File: config.mk
export PLATFORM = sky130hd
export DESIGN_NAME = zq_cal_sequencer
export DESIGN_NICKNAME = d
export VERILOG_FILES = /design/src/rtl/zq_cal_pkg.sv /design/src/rtl/zq_eval_timer.sv /design/src/rtl/zq_startup_tracker.sv /design/src/rtl/zq_leg_stepper.sv /design/src/rtl/zq_cal_sequencer.sv
export SDC_FILE = /design/constraint.sdc
export NUM_CORES = 1
export LEC_CHECK = 0
export CAP_MARGIN = 20
export CORE_ASPECT_RATIO = 1.25
export CORE_MARGIN = 4
export CORE_UTILIZATION = 45
export DETAILED_ROUTE_END_ITERATION = 10
export DONT_BUFFER_PORTS = 1
export GPL_TIMING_DRIVEN = 0
export PLACE_DENSITY_LB_ADDON = 0.25
export SLEW_MARGIN = 10
export SYNTH_ARGS = -nofsm -noshare
export SYNTH_HDL_FRONTEND = slang
export SYNTH_HIERARCHICAL = 1
export SYNTH_SLANG_ARGS = --single-unit
File: constraint.sdc
create_clock -name clk -period 2.9 [get_ports clk]
set_input_delay 0.58 -clock clk [delete_from_list [all_inputs] [get_ports clk]]
set_output_delay 0.58 -clock clk [all_outputs]
set_load 0.05 [all_outputs]
File: src/rtl/zq_cal_pkg.sv
package zq_cal_pkg;

    typedef enum logic {
        LEG_SETTLED = 1'b0,
        LEG_ARMED   = 1'b1
    } leg_state_e;

    typedef enum logic {
        SU_WARMUP = 1'b0,
        SU_DONE   = 1'b1
    } startup_state_e;

    localparam int unsigned NUM_LEGS = 2;
    localparam int unsigned LEG_PD   = 0;
    localparam int unsigned LEG_PU   = 1;

endpackage

File: src/rtl/zq_eval_timer.sv
module zq_eval_timer #(
    parameter int unsigned EVAL_PERIOD = 1024
) (
    input  logic clk,
    input  logic rst_n,
    output logic eval_tick
);

    localparam int unsigned CNT_W = (EVAL_PERIOD > 1) ? $clog2(EVAL_PERIOD) : 1;
    localparam logic [CNT_W-1:0] LAST_CNT = CNT_W'(EVAL_PERIOD - 1);

    logic [CNT_W-1:0] cnt_q;

    always_ff @(posedge clk or negedge rst_n) begin
        if (!rst_n) begin
            cnt_q <= '0;
        end else if (cnt_q == LAST_CNT) begin
            cnt_q <= '0;
        end else begin
            cnt_q <= cnt_q + 1'b1;
        end
    end

    always_comb begin
        eval_tick = (cnt_q == LAST_CNT);
    end

    AST_TICK_PULSE: assert property (@(posedge clk) disable iff (!rst_n)
        eval_tick |=> !eval_tick);

endmodule

File: src/rtl/zq_startup_tracker.sv
module zq_startup_tracker
    import zq_cal_pkg::*;
#(
    parameter int unsigned STARTUP_CYCLES = 32768
) (
    input  logic clk,
    input  logic rst_n,
    output logic ready
);

    localparam int unsigned SU_W = $clog2(STARTUP_CYCLES + 1);
    localparam logic [SU_W-1:0] SU_LAST = SU_W'(STARTUP_CYCLES - 1);

    startup_state_e   state_q, state_d;
    logic [SU_W-1:0]  cnt_q;

    always_comb begin
        state_d = state_q;
        unique case (state_q)
            SU_WARMUP: if (cnt_q == SU_LAST) state_d = SU_DONE;
            SU_DONE:   state_d = SU_DONE;
        endcase
    end

    always_ff @(posedge clk or negedge rst_n) begin
        if (!rst_n) begin
            state_q <= SU_WARMUP;
        end else begin
            state_q <= state_d;
        end
    end

    always_ff @(posedge clk or negedge rst_n) begin
        if (!rst_n) begin
            cnt_q <= '0;
        end else if (state_q == SU_WARMUP) begin
            cnt_q <= cnt_q + 1'b1;
        end
    end

    always_comb begin
        ready = (state_q == SU_DONE);
    end

    AST_READY_HOLD: assert property (@(posedge clk) disable iff (!rst_n)
        ready |=> ready);

endmodule

File: src/rtl/zq_leg_stepper.sv
module zq_leg_stepper
    import zq_cal_pkg::*;
#(
    parameter int unsigned CODE_W = 6
) (
    input  logic              clk,
    input  logic              rst_n,
    input  logic              eval_tick,
    input  logic              too_strong,
    input  logic              leg_idle,
    output logic [CODE_W-1:0] code
);

    localparam logic [CODE_W-1:0] MAX_CODE = {CODE_W{1'b1}};
    localparam logic [CODE_W-1:0] MID_CODE = {1'b1, {(CODE_W-1){1'b0}}};

    leg_state_e        state_q, state_d;
    logic [CODE_W-1:0] code_q;
    logic [CODE_W-1:0] shadow_q;
    logic [CODE_W-1:0] step_code;
    logic              moves;

    always_comb begin
        if (too_strong) begin
            step_code = (code_q == '0) ? code_q : code_q - 1'b1;
        end else begin
            step_code = (code_q == MAX_CODE) ? code_q : code_q + 1'b1;
        end
        moves = (step_code != code_q);
    end

    always_comb begin
        state_d = state_q;
        unique case (state_q)
            LEG_SETTLED: begin
                if (eval_tick && moves) state_d = LEG_ARMED;
            end
            LEG_ARMED: begin
                if (eval_tick) begin
                    state_d = moves ? LEG_ARMED : LEG_SETTLED;
                end else if (leg_idle) begin
                    state_d = LEG_SETTLED;
                end
            end
        endcase
    end

    always_ff @(posedge clk or negedge rst_n) begin
        if (!rst_n) begin
            state_q <= LEG_SETTLED;
        end else begin
            state_q <= state_d;
        end
    end

    always_ff @(posedge clk or negedge rst_n) begin
        if (!rst_n) begin
            shadow_q <= MID_CODE;
            code_q   <= MID_CODE;
        end else begin
            if (eval_tick && moves) begin
                shadow_q <= step_code;
            end
            if ((state_q == LEG_ARMED) && !eval_tick && leg_idle) begin
                code_q <= shadow_q;
            end
        end
    end

    always_comb begin
        code = code_q;
    end

    AST_SINGLE_STEP: assert property (@(posedge clk) disable iff (!rst_n)
        (code_q != $past(code_q)) |->
            ((code_q == $past(code_q) + CODE_W'(1)) ||
             (code_q == $past(code_q) - CODE_W'(1))));

    AST_NO_WRAP_TOP: assert property (@(posedge clk) disable iff (!rst_n)
        ($past(code_q) == MAX_CODE) |-> (code_q != '0));

    AST_NO_WRAP_BOTTOM: assert property (@(posedge clk) disable iff (!rst_n)
        ($past(code_q) == '0) |-> (code_q != MAX_CODE));

    AST_NOT_ON_EVAL: assert property (@(posedge clk) disable iff (!rst_n)
        (code_q != $past(code_q)) |-> !$past(eval_tick));

endmodule

File: src/rtl/zq_cal_sequencer.sv
module zq_cal_sequencer
    import zq_cal_pkg::*;
#(
    parameter int unsigned CODE_W         = 6,
    parameter int unsigned EVAL_PERIOD    = 1024,
    parameter int unsigned STARTUP_CYCLES = 32768
) (
    input  logic              clk,
    input  logic              rst_n,
    input  logic              pad_oe,
    input  logic              pad_val,
    input  logic              pd_too_strong,
    input  logic              pu_too_strong,
    output logic [CODE_W-1:0] pd_code,
    output logic [CODE_W-1:0] pu_code,
    output logic              cal_ready
);

    logic                eval_tick;
    logic [NUM_LEGS-1:0] leg_idle;
    logic [NUM_LEGS-1:0] leg_strong;
    logic [CODE_W-1:0]   leg_code [NUM_LEGS];

    always_comb begin
        leg_idle[LEG_PD]   = !pad_oe || pad_val;
        leg_idle[LEG_PU]   = !pad_oe || !pad_val;
        leg_strong[LEG_PD] = pd_too_strong;
        leg_strong[LEG_PU] = pu_too_strong;
    end

    zq_eval_timer #(
        .EVAL_PERIOD (EVAL_PERIOD)
    ) u_timer (
        .clk       (clk),
        .rst_n     (rst_n),
        .eval_tick (eval_tick)
    );

    zq_startup_tracker #(
        .STARTUP_CYCLES (STARTUP_CYCLES)
    ) u_startup (
        .clk   (clk),
        .rst_n (rst_n),
        .ready (cal_ready)
    );

    for (genvar gi = 0; gi < NUM_LEGS; gi++) begin : g_leg
        zq_leg_stepper #(
            .CODE_W (CODE_W)
        ) u_leg (
            .clk        (clk),
            .rst_n      (rst_n),
            .eval_tick  (eval_tick),
            .too_strong (leg_strong[gi]),
            .leg_idle   (leg_idle[gi]),
            .code       (leg_code[gi])
        );
    end

    always_comb begin
        pd_code = leg_code[LEG_PD];
        pu_code = leg_code[LEG_PU];
    end

    AST_PD_ONLY_IDLE: assert property (@(posedge clk) disable iff (!rst_n)
        (pd_code != $past(pd_code)) |-> $past(!pad_oe || pad_val));

    AST_PU_ONLY_IDLE: assert property (@(posedge clk) disable iff (!rst_n)
        (pu_code != $past(pu_code)) |-> $past(!pad_oe || !pad_val));

endmodule

Word level (Yosys, flattened, before mapping)
Index checks and enable logic that the tools add are counted.
Widths: inputs -> output; s select.

storage, ports and cells
  output and inout bits = 13
  register bits after elaboration = 53
  word-level logic and storage cells = 56
  input port bits = 6

cells by class
  reduce and logical (&&, ||, !) cells = 13
  muxes and demuxes = 19
  equality and inequality tests = 6
  $add $sub $neg = 6
  bitwise logic cells = 3

operator list
  kind                   number
  $mux 6                 6
  $add 16x1->16 const B  1
  $eq 16x15->1 const B   1
  $add 6x1->6 const B    2
  $eq 6x6->1 const B     2
  $logic_not 6->1        2
  $ne 6x6->1             2
  $sub 6x1->6 const B    2
  $add 10x1->10 const B  1
  $eq 10x10->1 const B   1
  $mux 10                1
  $mux 1                 9
  $logic_and 1x1->1      6
  $pmux 1 s2             3
  $logic_not 1->1        3
  $not 1->1              3
  $logic_or 1x1->1       2

Logic depth before layout (Yosys ltp)
  depth after elaboration = 7
  gate-level depth with buffers = 7
  mapped depth without buffers = 6

Hierarchy
Netlist, hierarchy kept.

modules (own cells, without submodules)
  module              area an instance (um2)  instances  seq. area each (um2)  cells an instance
  zq_leg_stepper      833.3                   2          327.8                 79
  zq_startup_tracker  764.5                   1          425.4                 62
  zq_eval_timer       473.0                   1          250.2                 42
  zq_cal_sequencer    10.0                    1          0.0                   2

Least setup slack after synthesis
OpenSTA, ideal clock, no wires.

  kind = flip-flop to flip-flop
  start point = reg g_leg[0].u_leg.code_q[0]
  end point = reg g_leg[0].u_leg.shadow_q[5]
  required time = 2841 ps
  path buffers = 1
  stages on the path, launching flop included = 8
  slack = 693 ps
  library setup time = 59 ps
  data arrival time = 2148 ps
  clock period less this slack = 2207 ps
  cells stage by stage = dfrtp_1 clkbuf_1 inv_1 ha_1 or4_1 o21a_1 a32oi_1 mux2_4

between the ends
  cells in the longest elaborated chain, start to end = 5
  elaborated cells on any way between the ends = 9
  classes of those cells = 2 x add/sub; 2 x eq/ne; 3 x mux; 2 x reduce/logical

ends and longest elaborated chain
  element                                    RTL line                                    text
  start, declared                            zq_leg_stepper.sv:18                        logic [CODE_W-1:0] code_q;
  start signal, assigned                     zq_leg_stepper.sv:65                        code_q <= shadow_q;
  $add 6x1->6, or another cell as far along  zq_leg_stepper.sv:27                        step_code = (code_q == MAX_CODE) ? code_q : code_q + 1'b1;
  $mux 6, on equally long branches           zq_leg_stepper.sv:27, zq_leg_stepper.sv:25
  $mux 6                                     zq_leg_stepper.sv:24                        if (too_strong) begin
  $ne 6x6->1                                 zq_leg_stepper.sv:29                        moves = (step_code != code_q);
  $logic_and 1x1->1                          zq_leg_stepper.sv:61                        if (eval_tick && moves) begin
  end signal, assigned                       zq_leg_stepper.sv:62                        shadow_q <= step_code;
  end, declared                              zq_leg_stepper.sv:19                        logic [CODE_W-1:0] shadow_q;

Parallel ways exist; a longest one is shown, timed or not.
A chain may end at the register's enable or synchronous reset.

Worst setup path after layout
  start point = reg u_timer.cnt_q[0]
  end point = reg g_leg[1].u_leg.code_q[3]

between the ends
  cells in the longest elaborated chain, start to end = 4

ends and longest elaborated chain
  element                          RTL line                text
  start, declared                  zq_eval_timer.sv:12     logic [CNT_W-1:0] cnt_q;
  start signal, assigned           zq_eval_timer.sv:20     cnt_q <= cnt_q + 1'b1;
  $eq 10x10->1                     zq_eval_timer.sv:25     eval_tick = (cnt_q == LAST_CNT);
  net eval_tick                    zq_cal_sequencer.sv:19  logic eval_tick;
  $logic_not 1->1                  zq_leg_stepper.sv:64    if ((state_q == LEG_ARMED) && !eval_tick && leg_idle) begin
  $logic_and 1x1->1 (2 in series)  zq_leg_stepper.sv:64
  end signal, assigned             zq_leg_stepper.sv:65
  end, declared                    zq_leg_stepper.sv:18

The timed path passes the listed nets, and every way through them passes these cells.

==> impl_metrics.py <==
metrics = {
    "timing": {
        "worst_pin_slew_ns": 1.054,
        "slew_viol_final": 0,
        "finalCritPeriodShare_pct": 90.96,
        "finalSetupViolCount": 0,
        "setup_tns_ns": 0,
        "slew_headroom_pct": 29.19,
        "min_period_ns": 2.638,
        "hold_viol": 0,
        "rsz0062_at_grt": "no",
        "max_freq_ghz": 0.3791,
        "skew_ns": 0.01172,
    },
    "logic_synthesis": {
        "syn_nets": 278,
        "yosysSeqAreaShare_pct": 45.68,
        "synthesis.area_um2": 2914,
        "avgSynthCellArea_um2": 11.04,
        "synth_edf_count": 0,
        "syn_inst": 264,
        "synth_cell_types": 48,
        "synth_top_flop_cell": "dfrtp_1",
        "synth-async-reset-ratio_pct": 100.0,
        "synth_seq_cells": 53,
        "ys.warnings.count": 6,
    },
    "detailed_routing": {
        "drc": 0,
        "routedWlPerCell_um": 14.56,
        "drt-pass1-iter-count": 4,
        "viasPerCell": 5.483,
        "drt.antenna.violating_nets": 0,
        "vias": 1963,
        "drt_wl_total_um": 5211,
        "drtIter0Drc": 95,
    },
    "grt": {
        "grt_use_total_pct": 14.39,
        "grt_pass1_vias": 1910,
        "grt_pass1_wl_um": 9156,
        "grt_max_degree": 50,
        "overflow": 0,
        "antenna_found_initial": 0,
    },
    "clocking": {
        "cts_tree": "yes",
        "clkLatencyLatePin_ns": 0.31,
        "ctsRootBufferMaster": "clkbuf_8",
        "cts_sinks": 53,
        "clockBufferDepth": 2,
        "cts_buffers": 5,
        "cts.htree.levels": 2,
        "ctsResizeCount": 0,
        "post_cts_buffers": 0,
        "hold_buffers": 1,
        "cts.clk_slew.worst_paths_ns": 0.11,
    },
    "floorplan": {
        "core_um2": 6246,
        "dieWidth_um": 79.98,
        "die_height_um": 97.97,
        "io_pins": 19,
        "die_area_um2": 7835,
        "rows": 32,
        "start_util_pct": 46.65,
    },
    "placement": {
        "dp_hpwl_um": 3577,
        "port_buffers": 0,
        "gp_congestion": 0.7923,
    },
    "hold_path": {
        "hp-class": "primary input to async pin",
    },
    "power": {
        "worst_ir_drop_vdd_mv": 0.2315,
        "p_leak_uw": 0.001416,
        "pwr_density_cell_nw_per_um2": 409.9,
    },
    "cells_and_area": {
        "nets": 286,
        "drive_gt1_share_pct": 18.68,
        "n_antenna_cell": 0,
        "final_util_pct": 50.30,
        "syn2layout_area_growth_pct": 7.814,
    },
    "worst_setup_path": {
        "crit_fanout": 19,
        "worst_path_largest_cell_delay_ns": 0.89,
        "worst_ep_required_time_ns": 3.09,
        "crit_path_start_kind": "flip-flop",
        "path_cells": "ha_1 -> nand2_1 -> nor4_4 -> nand3b_1 -> mux2_2",
        "slowest_stage": "nor4_4",
        "cp-end-kind": "flip-flop",
        "crit_type": "flip-flop to flip-flop",
        "critPathArrivalTime_ns": 2.83,
    },
    "job": {
        "drv_cap": 0,
    },
    "outcome": {
        "status": "complete, no violations",
    },
}
[stage by stage]
stage	cell area, µm²	hold WS [ns]	instances	setup WS, ns	total power, µW
finish	3142	0.09685	358	0.2620	1288
global route	3142	0.07973	358	0.05824	1347
CTS	3142	0.08574	358	0.2634	1309
detailed placement	3020	0.2856	349	0.2814	844.3
global placement	3020	0.2859	349	0.2974	842.3
floorplan	2914	0.2844	264	0.6934	830.8
[Yosys cell counts, types with 4 or more instances]
library cell | n | area, µm²
nand2b_1 | 7 | 43.79
mux2_4 | 6 | 90.09
nand4_1 | 5 | 31.28
mux2_2 | 11 | 123.9
nand3_1 | 7 | 35.03
dfstp_2 | 4 | 105.1
dfrtp_1 | 49 | 1226
clkbuf_1 | 4 | 15.01
inv_1 | 14 | 52.55
o32ai_1 | 6 | 52.55
ha_1 | 8 | 100.1
nor3_1 | 4 | 20.02
xnor2_1 | 11 | 96.34
and3_1 | 7 | 43.79
o21ai_0 | 9 | 45.04
xor2_1 | 13 | 113.9
nor2_1 | 15 | 56.30
a31oi_1 | 7 | 43.79
nor3b_1 | 5 | 37.54
buf_2 | 6 | 30.03
nand2_1 | 13 | 48.80
o2bb2ai_1 | 5 | 43.79
[logic make-up after synthesis]
family | Yosys count | synth area share, %
xor gates and xnor gates | 24 | 7.213
buffers and inverters | 26 | 3.864
AOI/OAI and AO/OA | 51 | 13.91
DFF | 53 | 45.68
adders and majority gates | 8 | 3.435
and+or+nand+nor | 83 | 17.86
muxes | 19 | 8.029
[state kept, by name, summed over array words and instances (netlist names)]
signal	count
g_leg.u_leg/state_q	2
g_leg.u_leg/code	12
g_leg.u_leg/shadow_q	12
u_startup/cnt_q	16
u_timer/cnt_q	10
u_startup/ready	1
[area by class of cell]
| class | instances | area, µm² |
|---|---|---|
| fill | 579 | 3104 |
| multi-input combinational | 185 | 1470 |
| sequential | 53 | 1331 |
| tap | 85 | 106.4 |
| clock buffer | 5 | 68.82 |
| buffer | 12 | 60.06 |
| inverter | 14 | 52.55 |
| timing repair buffer | 1 | 27.53 |
| clock inverter | 3 | 25.02 |
[critical path: cells and delay by family (launching register included)]
family	cells	cell delay [ns]
simple gates	3	1.45
fa+ha+maj	1	0.25
flops	1	0.43
mux	1	0.39
[power breakdown]
group          switching (µW)  total [µW]  internal (µW)  leakage, µW
logic                    51.5        86.5           35.0     0.000688
clock network             266         441            175    0.0000447
registers                18.0         760            742     0.000684
[layout by cell type, fill, tap and decap left out, types with 3 or more instances in the layout]
cell | synthesis | final
a211oi_1 | 3 | 3
a31oi_1 | 7 | 7
and3_1 | 7 | 7
buf_2 | 6 | 6
clkbuf_1 | 4 | 4
clkbuf_8 | 0 | 5
dfrtp_1 | 49 | 49
dfstp_2 | 4 | 4
ha_1 | 8 | 8
inv_1 | 14 | 14
mux2_2 | 11 | 11
mux2_4 | 6 | 6
nand2_1 | 13 | 13
nand2b_1 | 7 | 7
nand3_1 | 7 | 7
nand4_1 | 5 | 5
nor2_1 | 15 | 15
nor3_1 | 4 | 4
nor3b_1 | 5 | 5
o21ai_0 | 9 | 9
o2bb2ai_1 | 5 | 5
o31ai_1 | 3 | 3
o32ai_1 | 6 | 6
xnor2_1 | 11 | 11
xor2_1 | 13 | 13
[path summary, 6_finish.rpt]
check | from | endpoint | slack, ns | depth (start not counted)
min in group clk | pad_oe | g_leg[0].u_leg/state_q$_DFF_PN0_ | 0.47 | 2
worst max register to register | u_timer/cnt_q[0]$_DFF_PN0_ | g_leg[1].u_leg/code[3]$_DFFE_PN0P_ | 0.26 | 5
worst min-delay path | rst_n | g_leg[0].u_leg/code[5]$_DFFE_PN1P_ | 0.1 | 0
worst max-delay path | u_timer/cnt_q[0]$_DFF_PN0_ | g_leg[1].u_leg/code[3]$_DFFE_PN0P_ | 0.26 | 5
worst min register to register | u_startup/cnt_q[12]$_DFFE_PN0N_ | u_startup/cnt_q[12]$_DFFE_PN0N_ | 0.48 | 1
max in group asynchronous | rst_n | g_leg[1].u_leg/code[4]$_DFFE_PN0P_ | 2.57 | 1
[per-layer routing]
metal | vias up | share of wire (%) | GRT usage, %
met5 | - | 0 | 0
met4 | 0 | 1.4 | 4.291
met3 | 5 | 3.9 | 3.137
met2 | 27 | 47 | 22.83
met1 | 963 | 47 | 19.66
li1 | 968 | - | -
(Power assumes the default switching activity.)
